`src/rtl/crport_pkg.sv`:
```
// Shared types for the PHY control-register port sequencer.
// Assumes a 16-bit port data field and three write-path command strobes.
package crport_pkg;
    localparam int DW      = 16;
    localparam int STROBES = 3;

    // Exchange kinds; the value is the strobe bit index.
    typedef enum logic [1:0] {
        PH_ADDR  = 2'd0,
        PH_DATA  = 2'd1,
        PH_WRITE = 2'd2
    } phase_e;
endpackage

```
`src/rtl/crport_refclk_decode.sv`:
```
// Maps the reference-clock code onto the receiver-detect measurement field.
// Assumes codes 0..10 are the supported frequency list; the rest are invalid.
module crport_refclk_decode
    import crport_pkg::*;
#(
    parameter int CODE_W = 4,
    parameter int SHIFT  = 4
) (
    input  logic [CODE_W-1:0] code,
    output logic              valid,
    output logic [DW-1:0]     field
);
    logic [DW-1:0] meas;

    // Group the frequencies by shared measurement time.
    always_comb begin
        valid = 1'b1;
        meas  = '0;
        case (int'(code))
            0, 1:        meas = DW'(16'h0004);
            2, 3, 4:     meas = DW'(16'h0008);
            5, 6, 7, 8:  meas = DW'(16'h0020);
            9, 10:       meas = DW'(16'h0040);
            default:     valid = 1'b0;
        endcase
    end

    assign field = meas << SHIFT;
endmodule

```
`src/rtl/crport_handshake.sv`:
```
// One four-phase exchange: raise a strobe, wait ack high, drop strobe,
// wait ack low. Each wait is bounded by POLLS microsecond ticks.
// Assumes go is only asserted while the unit is idle.
module crport_handshake
    import crport_pkg::*;
#(
    parameter int POLLS = 100
) (
    input  logic               clk,
    input  logic               rst_n,
    input  logic               us_tick,
    input  logic               go,
    input  phase_e             kind,
    input  logic               phy_ack,
    output logic [STROBES-1:0] strb,
    output logic               ok,
    output logic               fail
);
    localparam int CW = $clog2(POLLS + 1);

    typedef enum logic [1:0] {H_IDLE, H_HI, H_LO} hs_state_e;
    hs_state_e     st;
    logic [CW-1:0] cnt;
    logic          last_poll;

    assign last_poll = (cnt == CW'(POLLS - 1));

    // Exchange state, strobe register and bounded poll counter.
    always_ff @(posedge clk) begin
        if (!rst_n) begin
            st   <= H_IDLE;
            cnt  <= '0;
            strb <= '0;
            ok   <= 1'b0;
            fail <= 1'b0;
        end else begin
            ok   <= 1'b0;
            fail <= 1'b0;
            case (st)
                H_IDLE: begin
                    if (go) begin
                        strb <= STROBES'(1) << kind;
                        cnt  <= '0;
                        st   <= H_HI;
                    end
                end
                H_HI: begin
                    if (phy_ack) begin
                        strb <= '0;
                        cnt  <= '0;
                        st   <= H_LO;
                    end else if (us_tick) begin
                        if (last_poll) begin
                            strb <= '0;
                            fail <= 1'b1;
                            st   <= H_IDLE;
                        end else begin
                            cnt <= cnt + 1'b1;
                        end
                    end
                end
                H_LO: begin
                    if (!phy_ack) begin
                        ok <= 1'b1;
                        st <= H_IDLE;
                    end else if (us_tick) begin
                        if (last_poll) begin
                            fail <= 1'b1;
                            st   <= H_IDLE;
                        end else begin
                            cnt <= cnt + 1'b1;
                        end
                    end
                end
                default: st <= H_IDLE;
            endcase
        end
    end
endmodule

```
`src/rtl/crport_write_seq.sv`:
```
// Runs one register write as address capture, data capture, write command.
// Owns the data bus: it is loaded one cycle before each strobe and held
// until the exchange completes. Assumes req only while idle.
module crport_write_seq
    import crport_pkg::*;
(
    input  logic          clk,
    input  logic          rst_n,
    input  logic          req,
    input  logic [DW-1:0] addr,
    input  logic [DW-1:0] data,
    input  logic          hs_ok,
    input  logic          hs_fail,
    output logic [DW-1:0] bus,
    output logic          hs_go,
    output phase_e        hs_kind,
    output logic          wdone,
    output logic          wfail
);
    typedef enum logic [1:0] {W_IDLE, W_SETUP, W_WAIT} w_state_e;
    w_state_e      st;
    phase_e        phase;
    logic [DW-1:0] dlat;

    assign hs_go   = (st == W_SETUP);
    assign hs_kind = phase;

    // Phase ordering, bus loading and completion pulses.
    always_ff @(posedge clk) begin
        if (!rst_n) begin
            st    <= W_IDLE;
            phase <= PH_ADDR;
            bus   <= '0;
            dlat  <= '0;
            wdone <= 1'b0;
            wfail <= 1'b0;
        end else begin
            wdone <= 1'b0;
            wfail <= 1'b0;
            case (st)
                W_IDLE: begin
                    if (req) begin
                        bus   <= addr;
                        dlat  <= data;
                        phase <= PH_ADDR;
                        st    <= W_SETUP;
                    end
                end
                W_SETUP: st <= W_WAIT;
                W_WAIT: begin
                    if (hs_fail) begin
                        wfail <= 1'b1;
                        st    <= W_IDLE;
                    end else if (hs_ok) begin
                        case (phase)
                            PH_ADDR: begin
                                bus   <= dlat;
                                phase <= PH_DATA;
                                st    <= W_SETUP;
                            end
                            PH_DATA: begin
                                phase <= PH_WRITE;
                                st    <= W_SETUP;
                            end
                            default: begin
                                wdone <= 1'b1;
                                st    <= W_IDLE;
                            end
                        endcase
                    end
                end
                default: st <= W_IDLE;
            endcase
        end
    end
endmodule

```
`src/rtl/phy_crport_sequencer.sv`:
```
// Top of the PHY control-register port sequencer: accepts a calibration
// start or a single write, steps through the calibration list, and reports
// busy / done / sticky error. Assumes us_tick is a one-cycle pulse.
module phy_crport_sequencer
    import crport_pkg::*;
#(
    parameter int POLLS     = 100,
    parameter int CODE_W    = 4,
    parameter int LOS_BIAS  = 5,
    parameter int LOS_LEVEL = 9,
    parameter int TX_BOOST  = 5
) (
    input  logic              clk,
    input  logic              rst_n,
    input  logic              us_tick,
    input  logic              cal_start,
    input  logic [CODE_W-1:0] refclk_code,
    input  logic              wr_valid,
    input  logic [15:0]       wr_addr,
    input  logic [15:0]       wr_data,
    input  logic              phy_ack,
    output logic [15:0]       phy_din,
    output logic              cap_addr,
    output logic              cap_data,
    output logic              wr_cmd,
    output logic              rd_cmd,
    output logic              busy,
    output logic              done,
    output logic              err
);
    localparam logic [DW-1:0] CAL0_ADDR = DW'(16'h0015);
    localparam logic [DW-1:0] CAL1_ADDR = DW'(16'h0012);
    localparam logic [DW-1:0] CAL2_ADDR = DW'(16'h1010);
    localparam logic [DW-1:0] CAL0_DATA =
        DW'((LOS_BIAS << 13) | (1 << 10) | LOS_LEVEL);
    localparam logic [DW-1:0] CAL1_DATA = DW'(TX_BOOST << 13);
    localparam int            LAST_IDX  = 2;

    typedef enum logic [1:0] {T_IDLE, T_ISSUE, T_WAIT} t_state_e;
    t_state_e          st;
    logic              cal_mode;
    logic [1:0]        idx;
    logic [CODE_W-1:0] code_q;
    logic [DW-1:0]     sa, sd;
    logic [DW-1:0]     req_addr, req_data;
    logic              skip_last, wreq;
    logic              dec_valid;
    logic [DW-1:0]     dec_field;
    logic              hs_go, hs_ok, hs_fail, wdone, wfail;
    phase_e            hs_kind;
    logic [STROBES-1:0] strb;

    crport_refclk_decode #(.CODE_W(CODE_W), .SHIFT(4)) dec_i (
        .code  (code_q),
        .valid (dec_valid),
        .field (dec_field)
    );

    // Select the address/data pair for the current request.
    always_comb begin
        req_addr = sa;
        req_data = sd;
        if (cal_mode) begin
            case (idx)
                2'd0:    begin req_addr = CAL0_ADDR; req_data = CAL0_DATA; end
                2'd1:    begin req_addr = CAL1_ADDR; req_data = CAL1_DATA; end
                default: begin req_addr = CAL2_ADDR; req_data = dec_field; end
            endcase
        end
    end

    assign skip_last = cal_mode && (idx == 2'(LAST_IDX)) && !dec_valid;
    assign wreq      = (st == T_ISSUE) && !skip_last;
    assign busy      = (st != T_IDLE);

    // Request acceptance, calibration stepping and result flags.
    always_ff @(posedge clk) begin
        if (!rst_n) begin
            st       <= T_IDLE;
            cal_mode <= 1'b0;
            idx      <= '0;
            code_q   <= '0;
            sa       <= '0;
            sd       <= '0;
            done     <= 1'b0;
            err      <= 1'b0;
        end else begin
            done <= 1'b0;
            case (st)
                T_IDLE: begin
                    if (cal_start) begin
                        err      <= 1'b0;
                        cal_mode <= 1'b1;
                        idx      <= '0;
                        code_q   <= refclk_code;
                        st       <= T_ISSUE;
                    end else if (wr_valid) begin
                        err      <= 1'b0;
                        cal_mode <= 1'b0;
                        sa       <= wr_addr;
                        sd       <= wr_data;
                        st       <= T_ISSUE;
                    end
                end
                T_ISSUE: begin
                    if (skip_last) begin
                        err  <= 1'b1;
                        done <= 1'b1;
                        st   <= T_IDLE;
                    end else begin
                        st <= T_WAIT;
                    end
                end
                T_WAIT: begin
                    if (wfail) begin
                        err  <= 1'b1;
                        done <= 1'b1;
                        st   <= T_IDLE;
                    end else if (wdone) begin
                        if (cal_mode && idx != 2'(LAST_IDX)) begin
                            idx <= idx + 1'b1;
                            st  <= T_ISSUE;
                        end else begin
                            done <= 1'b1;
                            st   <= T_IDLE;
                        end
                    end
                end
                default: st <= T_IDLE;
            endcase
        end
    end

    crport_write_seq wseq_i (
        .clk     (clk),
        .rst_n   (rst_n),
        .req     (wreq),
        .addr    (req_addr),
        .data    (req_data),
        .hs_ok   (hs_ok),
        .hs_fail (hs_fail),
        .bus     (phy_din),
        .hs_go   (hs_go),
        .hs_kind (hs_kind),
        .wdone   (wdone),
        .wfail   (wfail)
    );

    crport_handshake #(.POLLS(POLLS)) hs_i (
        .clk     (clk),
        .rst_n   (rst_n),
        .us_tick (us_tick),
        .go      (hs_go),
        .kind    (hs_kind),
        .phy_ack (phy_ack),
        .strb    (strb),
        .ok      (hs_ok),
        .fail    (hs_fail)
    );

    assign cap_addr = strb[PH_ADDR];
    assign cap_data = strb[PH_DATA];
    assign wr_cmd   = strb[PH_WRITE];
    assign rd_cmd   = 1'b0;
endmodule

```
`config.mk`:
```
export PLATFORM = sky130hd
export DESIGN_NAME = phy_crport_sequencer
export DESIGN_NICKNAME = d
export VERILOG_FILES = /design/src/rtl/crport_pkg.sv /design/src/rtl/crport_refclk_decode.sv /design/src/rtl/crport_handshake.sv /design/src/rtl/crport_write_seq.sv /design/src/rtl/phy_crport_sequencer.sv
export SDC_FILE = /design/constraint.sdc
export NUM_CORES = 1
export LEC_CHECK = 0
export ABC_AREA = 0
export BUFFER_PORTS_ARGS = -buffer_cell sky130_fd_sc_hd__buf_2
export CELL_PAD_IN_SITES_DETAIL_PLACEMENT = 1
export CELL_PAD_IN_SITES_GLOBAL_PLACEMENT = 1
export CORE_ASPECT_RATIO = 0.6
export CORE_MARGIN = 4
export CORE_UTILIZATION = 46
export CTS_BUF_LIST = sky130_fd_sc_hd__clkbuf_16
export CTS_CLUSTER_DIAMETER = 120
export DETAILED_ROUTE_END_ITERATION = 8
export PLACE_DENSITY = 0.94
export SKIP_CTS_REPAIR_TIMING = 1
export SYNTH_ARGS = -nofsm -noshare
export SYNTH_HDL_FRONTEND = slang
export SYNTH_SLANG_ARGS = --single-unit
```
`constraint.sdc`:
```
create_clock -name clk -period 4.4 [get_ports clk]
set_input_delay 0.44 -clock clk [delete_from_list [all_inputs] [get_ports clk]]
set_output_delay 0.44 -clock clk [all_outputs]
set_load 0.05 [all_outputs]
```
==> flow_summary.yaml <==
floorplan:
  initial_core_util: 0.479
  dieArea_um2: 11400
  ios: 65
  core.rowCount: 27
  die_w_um: 135
  core_um2: 9290
  die_h_um: 84.2
clock_tree:
  cts_root_buf: "clkbuf_16"
  clock_path_buffers: 2
  cts_tree: "yes"
  clk_pin_slew_ns: 0.06
  clock_latency_ns: 0.34
  cts_max_level: 3
  clkSinkCount: 95
  cts_buffers: 9
yosys:
  async_flop_share: 0
  yosysTopAreaCell: "dfxtp_1"
  synth_warnings: 0
  synth_cell_types: 63
  synthMostInstantiatedCell: "nand2_1"
  yosys-top-cells-area: "dfxtp_1 43%, nand2_1 9.0%, a21oi_1 7.3%"
  synth_commonest_cells: "107 x nand2_1, 95 x dfxtp_1, 65 x a21oi_1"
  synth_edf_count: 0
  synth-seq-cells: 95
  synth_seq_area_share: 0.428
  postSynthAreaPerCell_um2: 8.39
  yosys.area.top_type_share: 0.428
  syn_area_um2: 4450
  synth_top_flop_cell: "dfxtp_1"
  synthesis.nets: 585
  syn_inst: 530
placed_design:
  dp.cells: 687
  pre_cts_slack_ns: 2.03
  place_congestion: 0.805
  port_buffers: 63
  place_hpwl_um: 9190
sta:
  timing.hold.ws_ns: 0.333
  worst_slew_pin_slew_ns: 1.21
  fmax_mhz: 413
  relSlewSlack: 0.193
  rsz0062_at_grt: "no"
  finalHoldViolCount: 0
  fin_setup_tns_ns: 0
  period_needed_ns: 2.42
  worst_clock_skew_ns: 0.00410
  setup_viol: 0
  post-route-period-util: 0.550
  slew_violations: 0
  fin_ws_ns: 1.98
setup_path:
  worstPathRequired_ns: 4.65
  startpoint_type: "flip-flop"
  worstPathArrival_ns: 2.67
  critical_path_class: "reg -> reg"
  crit_fanout: 19
  end_kind: "flip-flop"
power_and_ir_drop:
  p_leak_nw: 1.95
  peakVddDrop_mv: 0.232
  sw_frac_of_total: 0.402
  p_comb_frac: 0.356
  power_mw: 2.77
  p_sw_mw: 1.11
  clkPwrFrac: 0.250
  powerDensity_nw_per_um2: 554
  intPower_mw: 1.66
  power_frac_seq: 0.393
detailed_routing:
  via_per_inst: 5.73
  drc: 0
  drt_iter0_drc: 317
  finalWirelength_um: 13000
  wire_per_inst_um: 18.5
  ant_nets: 0
  dr.pass1.iters: 4
  via_count: 4024
global_route:
  grt_first_pass_wirelength_um: 20900
  gr-total-overflow: 0
  grt.total_usage: 0.230
  grt_max_degree: 47
  antenna_found_initial: 0
  grt_pass1_vias: 4027
cells_and_area:
  multi_input_area_um2: 2290
  syn2layout_area_growth_pct: 12.3
  layout-drive-gt1-share: 0.175
  register_area_um2: 1900
  nFillCells: 1154
  stdcell_count: 702
  n_antenna_cell: 0
  final_nets: 623
outcome:
  status: "finished, final reports clean"
min_path:
  worstHoldPathType: "in -> reg"
job:
  drv_cap: 0
-- cell type report --
cell class	count	share of cell area
multi-input cells	383	0.459
flip-flops and latches	95	0.381
repair buffers	65	0.0661
clock buffers	9	0.0451
well taps	130	0.0326
inverters	14	0.0105
clock inverters	6	0.00601
-- final timing paths --
| path | start | to | slack, ns | cells past startpoint |
|---|---|---|---|---|
| worst min-delay path | wr_addr[1] | sa[1] | 0.33 | 3 |
| worst max register to register | cal_mode | wseq_i.bus[6] | 1.98 | 4 |
| worst max-delay path | cal_mode | wseq_i.bus[6] | 1.98 | 4 |
| worst min register to register | sa[2] | sa[2] | 0.46 | 2 |
-- registers in the layout, summed over array words and instances, names as in the netlist --
name            count
hs_i.fail           1
st                  2
hs_i.cnt            7
err                 1
sa                 16
sd                 16
code_q              4
wseq_i.bus         16
hs_i.ok             1
wseq_i.hs_kind      2
wseq_i.wfail        1
wseq_i.st           2
wseq_i.wdone        1
wseq_i.dlat        16
cal_mode            1
hs_i.strb           3
done                1
idx                 2
hs_i.st             2
-- stage by stage --
stage	util	cell area (um2)
floorplan	-	4450
global placement	0.510	4740
detailed placement	0.510	4740
CTS	0.538	4990
global route	0.538	4990
finish	0.538	4990
-- power by group through the flow --
stage	sequential (mW)	clock (mW)	combinational, mW
floorplan	1.25	0	0.601
global placement	1.09	0	0.931
detailed placement	1.10	0	0.974
CTS	1.09	0.701	0.985
global route	1.10	0.747	1.07
finish	1.09	0.693	0.987
-- per-layer routing --
metal	share of wire	up-vias	global-route usage	wire (um)
li1	-	1939	-	-
met1	0.48	1955	0.325	6240
met2	0.45	115	0.361	5810
met3	0.064	15	0.0515	831
met4	0.011	0	0.0531	140
met5	0	-	0	0
-- logic make-up after synthesis --
logic type,after synthesis,synth area share
DFF,95,0.428
buffers and inverters,52,0.0571
adders and majority gates,13,0.0366
xor gates and xnor gates,1,0.00197
and+or+nand+nor,221,0.248
AOI/OAI and AO/OA,134,0.199
other,1,0.000843
muxes,13,0.0295
-- worst max-delay path, cell delays in order (launching register included) --
cell and delay (ns):
dfxtp_1 0.70, nand3_1 0.34, o211ai_4 0.63, o21ai_4 0.33, a211oi_1 0.32
-- cells in the final DEF (no fill, tap or decap), types with 5 or more instances in the layout --
cell type	netlist	final
nor2_1	18	18
inv_1	13	14
a31oi_1	7	7
mux2i_1	12	12
nor3_1	15	15
a211oi_1	6	6
and3_1	14	14
a21oi_1	65	65
nand3_1	27	27
clkbuf_16	0	9
a211oi_2	5	5
buf_2	8	63
or3_1	5	5
o21ai_0	12	12
ha_1	13	13
nand2_1	107	107
dfxtp_1	95	95
nand2b_1	9	9
o211ai_1	7	7
Power figures use the tool's default switching activity.
